**config.mk**
```make
export PLATFORM = sky130hd
export DESIGN_NAME = uart_fmt_top
export DESIGN_NICKNAME = d
export VERILOG_FILES = /design/src/rtl/uart_fmt_pkg.sv /design/src/rtl/uart_baud_gen.sv /design/src/rtl/uart_tx_ser.sv /design/src/rtl/uart_rx_deser.sv /design/src/rtl/uart_fmt_top.sv
export SDC_FILE = /design/constraint.sdc
export NUM_CORES = 1
export LEC_CHECK = 0
export BUFFER_PORTS_ARGS = -buffer_cell sky130_fd_sc_hd__buf_2
export CELL_PAD_IN_SITES_DETAIL_PLACEMENT = 2
export CELL_PAD_IN_SITES_GLOBAL_PLACEMENT = 2
export CORE_MARGIN = 10
export CORE_UTILIZATION = 38
export DETAILED_ROUTE_END_ITERATION = 10
export PLACE_DENSITY = 0.76
export SETUP_SLACK_MARGIN = 0.1
export SLEW_MARGIN = 20
export SYNTH_ARGS = -nofsm -noshare
export SYNTH_HDL_FRONTEND = slang
export SYNTH_SLANG_ARGS = --single-unit
export TNS_END_PERCENT = 30
```
**constraint.sdc**
```tcl
create_clock -name clk -period 4.4 [get_ports clk]
set_input_delay 0.88 -clock clk [delete_from_list [all_inputs] [get_ports clk]]
set_output_delay 0.88 -clock clk [all_outputs]
set_load 0.05 [all_outputs]
```
**src/rtl/uart_fmt_pkg.sv**
```systemverilog
package uart_fmt_pkg;

    localparam int unsigned MAX_DATA = 8;
    localparam int unsigned OVS      = 16;
    localparam int unsigned OVS_W    = $clog2(OVS);
    localparam int unsigned IDX_W    = $clog2(MAX_DATA);

    localparam logic [2:0] A_DATA   = 3'd0;
    localparam logic [2:0] A_FMT    = 3'd1;
    localparam logic [2:0] A_DIVL   = 3'd2;
    localparam logic [2:0] A_DIVH   = 3'd3;
    localparam logic [2:0] A_MASK   = 3'd4;
    localparam logic [2:0] A_STATUS = 3'd5;

    typedef enum logic [1:0] {
        PAR_NONE  = 2'd0,
        PAR_EVEN  = 2'd1,
        PAR_ODD   = 2'd2,
        PAR_NONE3 = 2'd3
    } par_mode_t;

    typedef struct packed {
        par_mode_t  par;
        logic       two_stop;
        logic [1:0] len_code;
    } frame_cfg_t;

    typedef struct packed {
        logic [MAX_DATA-1:0] data;
        logic                perr;
        logic                ferr;
    } rx_word_t;

    typedef enum logic [2:0] {
        PH_IDLE, PH_START, PH_DATA, PH_PAR, PH_STOP
    } phase_t;

    function automatic logic [IDX_W-1:0] last_idx(input logic [1:0] code);
        return IDX_W'(4) + IDX_W'(code);
    endfunction

    function automatic logic has_par(input par_mode_t p);
        return (p == PAR_EVEN) || (p == PAR_ODD);
    endfunction

    function automatic logic par_of(input logic [MAX_DATA-1:0] d,
                                    input logic [1:0] code,
                                    input logic odd);
        logic [MAX_DATA-1:0] m;
        m = {MAX_DATA{1'b1}} >> (2'd3 - code);
        return (^(d & m)) ^ odd;
    endfunction

endpackage

```
**src/rtl/uart_baud_gen.sv**
```systemverilog
module uart_baud_gen #(
    parameter int unsigned DIV_W = 16
) (
    input  logic             clk,
    input  logic             rst,
    input  logic [DIV_W-1:0] divisor,
    output logic             tick
);
    logic [DIV_W-1:0] cnt;
    logic [DIV_W-1:0] lim;

    assign lim = (divisor == '0) ? DIV_W'(1) : divisor;

    always_ff @(posedge clk) begin
        if (rst) begin
            cnt  <= '0;
            tick <= 1'b0;
        end else if (cnt >= lim - DIV_W'(1)) begin
            cnt  <= '0;
            tick <= 1'b1;
        end else begin
            cnt  <= cnt + DIV_W'(1);
            tick <= 1'b0;
        end
    end
endmodule

```
**src/rtl/uart_tx_ser.sv**
```systemverilog
module uart_tx_ser
    import uart_fmt_pkg::*;
(
    input  logic                clk,
    input  logic                rst,
    input  logic                tick,
    input  frame_cfg_t          cfg,
    input  logic                load_valid,
    input  logic [MAX_DATA-1:0] load_data,
    output logic                load_take,
    output logic                txd,
    output logic                busy
);
    phase_t              ph;
    logic [OVS_W-1:0]    cnt;
    logic [IDX_W-1:0]    idx;
    logic [MAX_DATA-1:0] sh;
    logic                par_q;
    logic                stop2;
    frame_cfg_t          cq;

    assign load_take = (ph == PH_IDLE) && load_valid;
    assign busy      = (ph != PH_IDLE);

    always_ff @(posedge clk) begin
        if (rst) begin
            ph <= PH_IDLE; cnt <= '0; idx <= '0; sh <= '0;
            par_q <= 1'b0; stop2 <= 1'b0; cq <= '0; txd <= 1'b1;
        end else if (ph == PH_IDLE) begin
            txd <= 1'b1;
            if (load_valid) begin
                sh    <= load_data;
                cq    <= cfg;
                par_q <= par_of(load_data, cfg.len_code, cfg.par == PAR_ODD);
                cnt   <= '0;
                ph    <= PH_START;
                txd   <= 1'b0;
            end
        end else if (tick) begin
            if (cnt != OVS_W'(OVS - 1)) begin
                cnt <= cnt + OVS_W'(1);
            end else begin
                cnt <= '0;
                unique case (ph)
                    PH_START: begin
                        ph  <= PH_DATA;
                        idx <= '0;
                        txd <= sh[0];
                    end
                    PH_DATA: begin
                        if (idx == last_idx(cq.len_code)) begin
                            stop2 <= 1'b0;
                            if (has_par(cq.par)) begin
                                ph  <= PH_PAR;
                                txd <= par_q;
                            end else begin
                                ph  <= PH_STOP;
                                txd <= 1'b1;
                            end
                        end else begin
                            idx <= idx + IDX_W'(1);
                            sh  <= sh >> 1;
                            txd <= sh[1];
                        end
                    end
                    PH_PAR: begin
                        ph  <= PH_STOP;
                        txd <= 1'b1;
                    end
                    PH_STOP: begin
                        if (cq.two_stop && !stop2) stop2 <= 1'b1;
                        else                       ph    <= PH_IDLE;
                    end
                    default: ph <= PH_IDLE;
                endcase
            end
        end
    end
endmodule

```
**src/rtl/uart_rx_deser.sv**
```systemverilog
module uart_rx_deser
    import uart_fmt_pkg::*;
(
    input  logic       clk,
    input  logic       rst,
    input  logic       tick,
    input  logic       line,
    input  frame_cfg_t cfg,
    output logic       word_valid,
    output rx_word_t   word
);
    phase_t              ph;
    logic [OVS_W-1:0]    cnt;
    logic [IDX_W-1:0]    idx;
    logic [MAX_DATA-1:0] sh;
    logic                prev;
    logic                pacc;
    logic                perr_q;
    frame_cfg_t          cq;

    always_ff @(posedge clk) begin
        word_valid <= 1'b0;
        if (rst) begin
            ph <= PH_IDLE; cnt <= '0; idx <= '0; sh <= '0; prev <= 1'b1;
            pacc <= 1'b0; perr_q <= 1'b0; cq <= '0; word <= '0;
        end else if (tick) begin
            prev <= line;
            unique case (ph)
                PH_IDLE: begin
                    if (prev && !line) begin
                        ph  <= PH_START;
                        cnt <= '0;
                        cq  <= cfg;
                    end
                end
                PH_START: begin
                    if (cnt == OVS_W'(OVS / 2 - 1)) begin
                        cnt <= '0;
                        if (!line) begin
                            ph <= PH_DATA; idx <= '0; sh <= '0;
                            pacc <= 1'b0; perr_q <= 1'b0;
                        end else begin
                            ph <= PH_IDLE;
                        end
                    end else cnt <= cnt + OVS_W'(1);
                end
                PH_DATA: begin
                    if (cnt == OVS_W'(OVS - 1)) begin
                        cnt      <= '0;
                        sh[idx]  <= line;
                        pacc     <= pacc ^ line;
                        if (idx == last_idx(cq.len_code))
                            ph <= has_par(cq.par) ? PH_PAR : PH_STOP;
                        else
                            idx <= idx + IDX_W'(1);
                    end else cnt <= cnt + OVS_W'(1);
                end
                PH_PAR: begin
                    if (cnt == OVS_W'(OVS - 1)) begin
                        cnt    <= '0;
                        perr_q <= pacc ^ line ^ (cq.par == PAR_ODD);
                        ph     <= PH_STOP;
                    end else cnt <= cnt + OVS_W'(1);
                end
                PH_STOP: begin
                    if (cnt == OVS_W'(OVS - 1)) begin
                        cnt        <= '0;
                        word       <= '{data: sh, perr: perr_q, ferr: !line};
                        word_valid <= 1'b1;
                        ph         <= PH_IDLE;
                    end else cnt <= cnt + OVS_W'(1);
                end
                default: ph <= PH_IDLE;
            endcase
        end
    end
endmodule

```
**src/rtl/uart_fmt_top.sv**
```systemverilog
module uart_fmt_top
    import uart_fmt_pkg::*;
#(
    parameter int unsigned DIV_W = 16
) (
    input  logic       clk,
    input  logic       rst,
    input  logic       wr_en,
    input  logic [2:0] wr_addr,
    input  logic [7:0] wr_data,
    input  logic       rd_en,
    input  logic [2:0] rd_addr,
    output logic [7:0] rd_data,
    input  logic       rxd,
    output logic       txd,
    output logic       irq_rx,
    output logic       irq_tx
);
    localparam int unsigned HALF = DIV_W / 2;

    frame_cfg_t          cfg_q;
    logic [HALF-1:0]     div_lo, div_hi;
    logic [1:0]          mask_q;
    logic [MAX_DATA-1:0] thr_data;
    logic                thr_full;
    rx_word_t            rx_hold;
    logic                rx_full;
    logic                overrun;
    logic [1:0]          rx_sync;
    logic                baud_tick;
    logic                tx_take, tx_busy;
    logic                rx_valid;
    rx_word_t            rx_word;
    logic [DIV_W-1:0]    divisor;
    logic                rd_data_now, rd_stat_now;

    assign divisor     = {div_hi, div_lo};
    assign rd_data_now = rd_en && (rd_addr == A_DATA);
    assign rd_stat_now = rd_en && (rd_addr == A_STATUS);

    uart_baud_gen #(.DIV_W(DIV_W)) u_baud (
        .clk(clk), .rst(rst), .divisor(divisor), .tick(baud_tick)
    );

    uart_tx_ser u_tx (
        .clk(clk), .rst(rst), .tick(baud_tick), .cfg(cfg_q),
        .load_valid(thr_full), .load_data(thr_data), .load_take(tx_take),
        .txd(txd), .busy(tx_busy)
    );

    uart_rx_deser u_rx (
        .clk(clk), .rst(rst), .tick(baud_tick), .line(rx_sync[1]),
        .cfg(cfg_q), .word_valid(rx_valid), .word(rx_word)
    );

    always_ff @(posedge clk) begin
        if (rst) begin
            cfg_q <= '0; div_lo <= HALF'(1); div_hi <= '0; mask_q <= '0;
            thr_data <= '0; thr_full <= 1'b0;
            rx_hold <= '0; rx_full <= 1'b0; overrun <= 1'b0;
            rx_sync <= 2'b11;
        end else begin
            rx_sync <= {rx_sync[0], rxd};
            if (tx_take) thr_full <= 1'b0;
            if (wr_en) begin
                unique case (wr_addr)
                    A_DATA: if (!thr_full) begin
                        thr_data <= wr_data;
                        thr_full <= 1'b1;
                    end
                    A_FMT:  cfg_q  <= frame_cfg_t'(wr_data[4:0]);
                    A_DIVL: div_lo <= wr_data;
                    A_DIVH: div_hi <= wr_data;
                    A_MASK: mask_q <= wr_data[1:0];
                    default: ;
                endcase
            end
            if (rd_data_now) rx_full <= 1'b0;
            if (rd_stat_now) overrun <= 1'b0;
            if (rx_valid) begin
                if (rx_full) begin
                    overrun <= 1'b1;
                end else begin
                    rx_hold <= rx_word;
                    rx_full <= 1'b1;
                end
            end
        end
    end

    always_comb begin
        unique case (rd_addr)
            A_DATA:   rd_data = rx_hold.data;
            A_FMT:    rd_data = {3'b000, cfg_q};
            A_DIVL:   rd_data = div_lo;
            A_DIVH:   rd_data = div_hi;
            A_MASK:   rd_data = {6'b0, mask_q};
            A_STATUS: rd_data = {2'b00, !thr_full && !tx_busy, !thr_full,
                                 rx_full && rx_hold.ferr, rx_full && rx_hold.perr,
                                 overrun, rx_full};
            default:  rd_data = '0;
        endcase
    end

    assign irq_rx = rx_full && mask_q[0];
    assign irq_tx = !thr_full && mask_q[1];
endmodule

```
==> results of run 1 <==
==> flip-flops by register name, indices dropped and copies added (netlist names), 2 cells and up <==
signal / count
u_tx.cq: 5
u_tx.idx: 3
u_baud.cnt: 16
u_rx.sh: 8
u_rx.cnt: 4
u_rx.word: 10
div_lo: 8
mask_q: 2
u_tx.ph: 3
u_tx.cnt: 4
u_tx.sh: 8
u_rx.idx: 3
cfg_q: 5
rx_hold: 10
u_rx.ph: 3
div_hi: 8
thr_data: 8
rx_sync: 2
u_rx.cq: 4
==> cell type report <==
| cell class | instances | area (sq um) |
|---|---|---|
| fill | 1890 | 9260 |
| multi-input combinational | 586 | 3630 |
| clock buffer | 17 | 425 |
| timing repair buffer | 34 | 185 |
| tap | 220 | 275 |
| inverter | 14 | 52.6 |
| clock inverter | 15 | 185 |
| sequential | 125 | 2500 |
==> through the flow <==
stage               instances  power (uW)  hold WS (ns)  setup slack [ns]
floorplan                 772        1340         0.389             0.624
global placement          979        1410         0.393             0.949
detailed placement        979        1420         0.404             0.708
CTS                      1011        2900         0.418             0.658
global route             1011        2980         0.437             0.235
finish                   1011        2870         0.413             0.646
==> final timing paths <==
path / endpoint / slack (ns) / cells after the start
worst max register to register: u_baud.cnt[2]$_SDFF_PP0_ / 0.65 / 15
worst min register to register: rx_sync[1]$_SDFF_PP1_ / 0.41 / 1
worst min-delay path: rx_sync[1]$_SDFF_PP1_ / 0.41 / 1
worst max-delay path: u_baud.cnt[2]$_SDFF_PP0_ / 0.65 / 15
==> placed cells by master (no fill, tap or decap), types with 6 or more instances in the layout <==
cell / Yosys / layout
sky130_fd_sc_hd__inv_1: 14 / 14
sky130_fd_sc_hd__and3_1: 9 / 9
sky130_fd_sc_hd__nor2_1: 85 / 84
sky130_fd_sc_hd__nor3_1: 30 / 29
sky130_fd_sc_hd__a21oi_1: 73 / 73
sky130_fd_sc_hd__mux2i_1: 40 / 40
sky130_fd_sc_hd__xor2_1: 15 / 15
sky130_fd_sc_hd__nand4_1: 10 / 10
sky130_fd_sc_hd__dfxtp_1: 125 / 125
sky130_fd_sc_hd__nand3_1: 27 / 27
sky130_fd_sc_hd__nor2b_1: 6 / 6
sky130_fd_sc_hd__xnor2_1: 23 / 23
sky130_fd_sc_hd__clkbuf_16: 0 / 17
sky130_fd_sc_hd__ha_1: 23 / 23
sky130_fd_sc_hd__o21ai_0: 23 / 23
sky130_fd_sc_hd__a311oi_1: 7 / 7
sky130_fd_sc_hd__buf_2: 2 / 28
sky130_fd_sc_hd__nand2_1: 119 / 119
sky130_fd_sc_hd__buf_4: 0 / 6
==> critical path, stage by stage (launching register included) <==
cell and delay (ns):
sky130_fd_sc_hd__dfxtp_1 0.47, sky130_fd_sc_hd__nor3_1 0.11, sky130_fd_sc_hd__nand3_1 0.18, sky130_fd_sc_hd__nor3_1 0.09
sky130_fd_sc_hd__a21oi_1 0.25, sky130_fd_sc_hd__ha_1 0.28, sky130_fd_sc_hd__and2_1 0.22, sky130_fd_sc_hd__nand2_1 0.10
sky130_fd_sc_hd__or3_1 0.33, sky130_fd_sc_hd__xor2_1 0.16, sky130_fd_sc_hd__ha_1 0.30, sky130_fd_sc_hd__and4_1 0.19
sky130_fd_sc_hd__nand2_1 0.08, sky130_fd_sc_hd__o22ai_1 0.20, sky130_fd_sc_hd__nand2b_1 0.52, sky130_fd_sc_hd__nor3_1 0.12
==> per-layer routing <==
metal	up-vias	share of wire, %	GRT usage, %
met2	53	51	33.4
met1	2861	45	23.0
met4	0	1.6	6.04
met3	27	2.6	4.07
met5	-	0	0
li1	2716	-	-
==> where the power goes <==
| part | leakage (uW) | internal (uW) | total (uW) | switching [uW] |
|---|---|---|---|---|
| registers | 0.00101 | 1150 | 1180 | 28.3 |
| logic | 0.00128 | 73.7 | 217 | 143 |
| clock network | 0.000289 | 899 | 1470 | 574 |
| total | 0.00258 | 2120 | 2870 | 745 |
==> logic make-up after synthesis <==
| family | Yosys count |
|---|---|
| AOI/OAI and AO/OA | 148 |
| xor gates and xnor gates | 40 |
| adders and majority gates | 23 |
| buffers and inverters | 61 |
| DFF | 125 |
| muxes | 46 |
| and+or+nand+nor | 329 |
==> impl_results.md, run 1 <==
* Number of iterations in the first detailed-routing pass at 4
* Launch point of the worst path: div_lo[6]$_SDFFE_PP0P_
* H-Tree Level Count at 4
* Post-CTS Setup Repair Bufs at 0
* Compound-gate portion of the synthesized area at 14.0%
* Average cell area after synthesis at 8.24 sq um
* Data arrival time at the worst-slack endpoint at 4.04 ns
* Mapped cell area at 0.00636 sq mm
* Worst Setup End Kind: flop
* Total placed instance area at between 0.006 and 0.007 sq mm
* Vias at 5657
* Horizontal die dimension at 149 um
* Ports at 30
* Final net count at 820
* Worst max-slew margin expressed relative to the limit at about half
* Slew @ Worst Pin at 0.753 ns
* Sink Count at 125
* Worst setup path class: reg -> reg
* Synth area leader: sky130_fd_sc_hd__dfxtp_1
* Placement Rows at between 40 and 50
* Cell Pwr Density at 395 mW/mm^2
* Final weighted congestion in routability-driven placement at just under 0.9
* Final count of pins violating max slew at 0
* Util after Layout at 43.9%
* Startpoint of the worst register-to-register path: div_lo[6]$_SDFFE_PP0P_
* Post-Synthesis Cells at 772
* I/O Buffers at 29
* Fraction of final layout cells with drive strength greater than 1 at between 10% and 20%
* Area share of the leading cell type in the synthesized netlist at 39.3%
* Final total negative setup slack at 0 ns
* Height of the chip at 149 um
* Count of instances resized after the clock tree is built at 0
* Maximum root-to-sink buffer count at 2
* Async set-reset flop share out of synthesis at 0%
* Worst Hold Launch: rx_sync[0]$_SDFF_PP1_
* TritonCTS buffer count at 17
* Data required time at the worst endpoint at roughly 4.7 ns
* Clk pin slew, worst setup/hold paths at around 0.060 ns
* Routed length per placed instance at 20.3 um
* Global-route wire length before repair at ~34000 um
* Growth of design area from synthesis to finish at 14.1%
* Warnings from Yosys at 0
* Fin crit share at 85.3%
* Leading cell types by total area after synthesis: sky130_fd_sc_hd__dfxtp_1 39%, sky130_fd_sc_hd__nand2_1 7.0%, sky130_fd_sc_hd__mux2i_1 6.3%, sky130_fd_sc_hd__a21oi_1 5.7%, sky130_fd_sc_hd__nor2_1 5.0%
* Area of all placed cells without fillers at 0.00726 sq mm
* Overflow after GRT at 0
* Initial Util at 38.5%
* Outcome: complete, no violations
* Leakage at 0.00258 uW
* Synth cell types at 62
* Timing-limited maximum frequency at 266 MHz
* Main flop type after synthesis: sky130_fd_sc_hd__dfxtp_1
* Area of the core region at 0.0165 sq mm
* Setup Skew at 0.00677 ns
* Number of global-route vias before repair at 6144
* Most used standard cell by instance count after synthesis: sky130_fd_sc_hd__dfxtp_1
* Final critical-path required period at 3.75 ns
* Peak VDD IR at approximately 0.28 mV
* Number of synthesized flops with an enable pin at 0
* Count of final setup violators at 0
* Average vias per placed instance at roughly 5.6
* Number of antenna violations at the first check in global routing at 0
* Share of synthesized area spent on multiplexers at under 10%
* Register bit count reported by yosys at 125
* Synth Area in Adders at 4.52%
* Register area share after synthesis at 39.3%
* DR DRC count at 0
* CTS root buf: sky130_fd_sc_hd__clkbuf_16
* Reported max-cap violation count at 0
* Synth Area in XOR/XNOR at 5.74%
* Overall global routing resource usage at 19.2%
* CTS tree: built
* Net count after synthesis at between 800 and 900
* CTS hold repair buffers at 0
* Hold/Removal Path Class: reg -> reg
* Remaining number of nets flagged by the antenna check after routing at 0
* Floorplan die area at 0.0223 sq mm
* Hold violation count in the final report at 0
* Worst setup SP type: flop
* Largest net degree at the start of global routing at 58
* Largest fanout of any net on the critical path at 16
* Initial drt markers at roughly 190
* Sum of net half-perimeters after detailed placement at between 10000 and 15000 um
* Leading cell types by count after synthesis: 125 x sky130_fd_sc_hd__dfxtp_1, 119 x sky130_fd_sc_hd__nand2_1, 85 x sky130_fd_sc_hd__nor2_1
* Main combinational cell family by area after synthesis: simple AND/OR/NAND/NOR gates
* RSZ-0062 raised after global routing: false
* Insertion delay to the later sink of the worst-skew pair at 0.43 ns
* Synth Area in Simple Gates at between 20% and 30%
* Routed wire length at 20600 um
* N_diodes at 0
Note: power is estimated with default switching activity, not from simulation.
==> run 2: changes to the inputs <==
CELL_PAD_IN_SITES_DETAIL_PLACEMENT = 1   (was 2)
==> run 2 against run 1 <==
Against the previous run:
- fmax is 1.7% higher
- utilization hardly changed
- clock power hardly changed
- power is 0.49% lower
==> impl_results.md, run 2 (synthesized netlist as in run 1, its figures left out) <==
* Outcome: complete, no violations
* Worst Hold Launch: rx_sync[0]$_SDFF_PP1_
* Growth of design area from synthesis to finish at 14.1% (about the same)
* Largest registers ranked by flip-flop count: u_baud.cnt x16, rx_hold x10, u_rx.word x10
* TritonCTS buffer count at 17 (unchanged)
* Largest Register: u_baud.cnt
* Min-Delay Path Depth at 1 (unchanged)
* Remaining number of nets flagged by the antenna check after routing at 0 (unchanged)
* Worst max-slew margin expressed relative to the limit at 50.4% (+0.80 points)
* Overall global routing resource usage at 16.9% (-2.3 points)
* CTS tree: built
* Delay of the slowest cell on the worst path at 0.43 ns (-0.09 ns)
* Largest net degree at the start of global routing at 58 (unchanged)
* Data required time at the worst endpoint at 4.72 ns (+0.04 ns)
* DR DRC count at 0 (unchanged)
* Count of instances resized after the clock tree is built at 0 (unchanged)
* Fraction of final layout cells with drive strength greater than 1 at 10.6% (-0.38 points)
* Reg2reg path depth at 15 (unchanged)
* Cell Pwr Density at 393 mW/mm^2 (-0.51%)
* Final critical-path required period at 3.69 ns (-0.0631 ns)
* Global-route wire length before repair at 30200 um (-11%)
* Cell family with most CP delay: simple AND/OR/NAND/NOR gates
* Height of the chip at 149 um (unchanged)
* Routed wire length at 18400 um (-11%)
* Routed length per placed instance at 18.2 um (-11%)
* Setup Skew at 0.0113 ns (+0.00457 ns)
* Number of iterations in the first detailed-routing pass at 4 (unchanged)
* Number of global-route vias before repair at 5635 (-8.3%)
* Vias at 5541 (-2.1%)
* Power after layout at 2850 uW (-0.49%)
* Area of all placed cells without fillers at 0.00726 sq mm (about the same)
* Worst Setup End Kind: flop
* CTS hold repair buffers at 0 (unchanged)
* Hold violation count in the final report at 0 (unchanged)
* Initial Util at 38.5% (unchanged)
* Reported max-cap violation count at 0 (unchanged)
* Final total negative setup slack at 0 ns (unchanged)
* Data arrival time at the worst-slack endpoint at 4.02 ns (-0.02 ns)
* Endpoint of the most critical register-to-register path: u_baud.cnt[2]$_SDFF_PP0_
* FF-to-FF setup slack at 0.71 ns (+0.06 ns)
* Slew @ Worst Pin at 0.741 ns (-0.0120 ns)
* Most common cell after layout, fill and taps aside: sky130_fd_sc_hd__dfxtp_1
* Final net count at 820 (unchanged)
* Leakage at 0.00259 uW (+0.35%)
* Startpoint of the worst register-to-register path: div_hi[0]$_SDFFE_PP0P_
* Hold/Removal Path Class: reg -> reg
* Horizontal die dimension at 149 um (unchanged)
* Dominant cell type by count on the critical path: sky130_fd_sc_hd__nor3_1
* Final weighted congestion in routability-driven placement at 0.887 (unchanged)
* Overflow after GRT at 0 (unchanged)
* Post-CTS Setup Repair Bufs at 0 (unchanged)
* Placement Rows at 47 (unchanged)
* N_diodes at 0 (unchanged)
* Worst setup slack before clock tree synthesis at 0.711 ns (+0.00299 ns)
* Floorplan die area at 0.0223 sq mm (unchanged)
* Number of antenna violations at the first check in global routing at 0 (unchanged)
* Initial drt markers at 244 (+26%)
* Number of buffer and inverter instances along the worst setup path at 0 (unchanged)
* Count of final setup violators at 0 (unchanged)
* Maximum root-to-sink buffer count at 2 (unchanged)
* Average vias per placed instance at 5.48 (-2.1%)
* Largest fanout of any net on the critical path at 16 (unchanged)
* Sum of net half-perimeters after detailed placement at 13400 um (-7.1%)
* Tightest hold margin at 0.412 ns (-0.00132 ns)
* Worst setup SP type: flop
* Area of the core region at 0.0165 sq mm (unchanged)
* I/O Buffers at 29 (unchanged)
* H-Tree Level Count at 4 (unchanged)
* Fin crit share at 83.9% (-1.4 points)
* Total placed instance area at 0.00663 sq mm (unchanged)
* Final count of pins violating max slew at 0 (unchanged)
* Insertion delay to the later sink of the worst-skew pair at 0.42 ns (about the same)
* Worst hold path endpoint: rx_sync[1]$_SDFF_PP1_
* Peak VDD IR at 0.279 mV (+0.62%)
* Worst setup path class: reg -> reg
* Slowest stage cell on the critical path: sky130_fd_sc_hd__nand2b_1
* Ports at 30 (unchanged)
* Setup WS post-layout at 0.709 ns (+0.0631 ns)
* Sink Count at 125 (unchanged)
* Clk pin slew, worst setup/hold paths at 0.06 ns (about the same)
* Max FFs per register at 16 (unchanged)
* Logic depth of the worst path, buffers included at 15 (unchanged)
* Ordered cell list for the critical path: nor3_1, nand3_1, nor3_1, a21oi_1, ha_1, and2_1, nand2_1, or3_1, xor2_1, ha_1, and4_1, nand2_1, o22ai_1, nand2b_1, nor3_1
* CTS root buf: sky130_fd_sc_hd__clkbuf_16
* Timing-limited maximum frequency at 271 MHz (+1.7%)
* RSZ-0062 raised after global routing: false
* Most used cells in the layout excluding fill and tap cells: 125 x sky130_fd_sc_hd__dfxtp_1, 119 x sky130_fd_sc_hd__nand2_1, 84 x sky130_fd_sc_hd__nor2_1, 73 x sky130_fd_sc_hd__a21oi_1, 40 x sky130_fd_sc_hd__mux2i_1
run 2: power by group:
part / switching (uW) / total (uW) / internal, uW
clock: 523 / 1460 / 938
sequential: 26.5 / 1180 / 1150
combinational: 142 / 216 / 73.7
run 2: layout make-up:
cell class	count	area, sq um
Clock inverter	9	134
Inverter	14	52.6
Clock buffer	23	478
Sequential cell	125	2500
Timing Repair Buffer	34	185
Multi-Input combinational cell	586	3630
Tap cell	220	275
Fill cell	2006	9260
run 2: how the worst max path moves through the flow:
stage	start	endpoint	slack, ns
global route	div_hi[0]$_SDFFE_PP0P_	u_baud.cnt[2]$_SDFF_PP0_	0.37
floorplan	rd_addr[0]	rd_data[3]	0.62
detailed placement	div_hi[0]$_SDFFE_PP0P_	u_baud.cnt[2]$_SDFF_PP0_	0.71
global placement	div_lo[6]$_SDFFE_PP0P_	u_baud.cnt[11]$_SDFF_PP0_	0.95
CTS	div_hi[0]$_SDFFE_PP0P_	u_baud.cnt[2]$_SDFF_PP0_	0.70
finish	div_hi[0]$_SDFFE_PP0P_	u_baud.cnt[2]$_SDFF_PP0_	0.71
run 2: routing by layer:
layer / GRT usage [%] / routed length, um / vias up
met1: 21.4 / 8680 / 2742
met4: 6.58 / 378 / 0
li1: - / - / 2724
met3: 3.25 / 409 / 25
met5: 0 / 0 / -
met2: 27.7 / 8890 / 50
run 2: metrics by stage:
| stage | std cells | utilization (%) |
|---|---|---|
| final | 1011 | 43.9 |
| after global routing | 1011 | 43.9 |
| after global placement | 979 | 40.1 |
| after CTS | 1011 | 43.8 |
| after floorplan | 772 | - |
| after detailed placement | 979 | 40.1 |
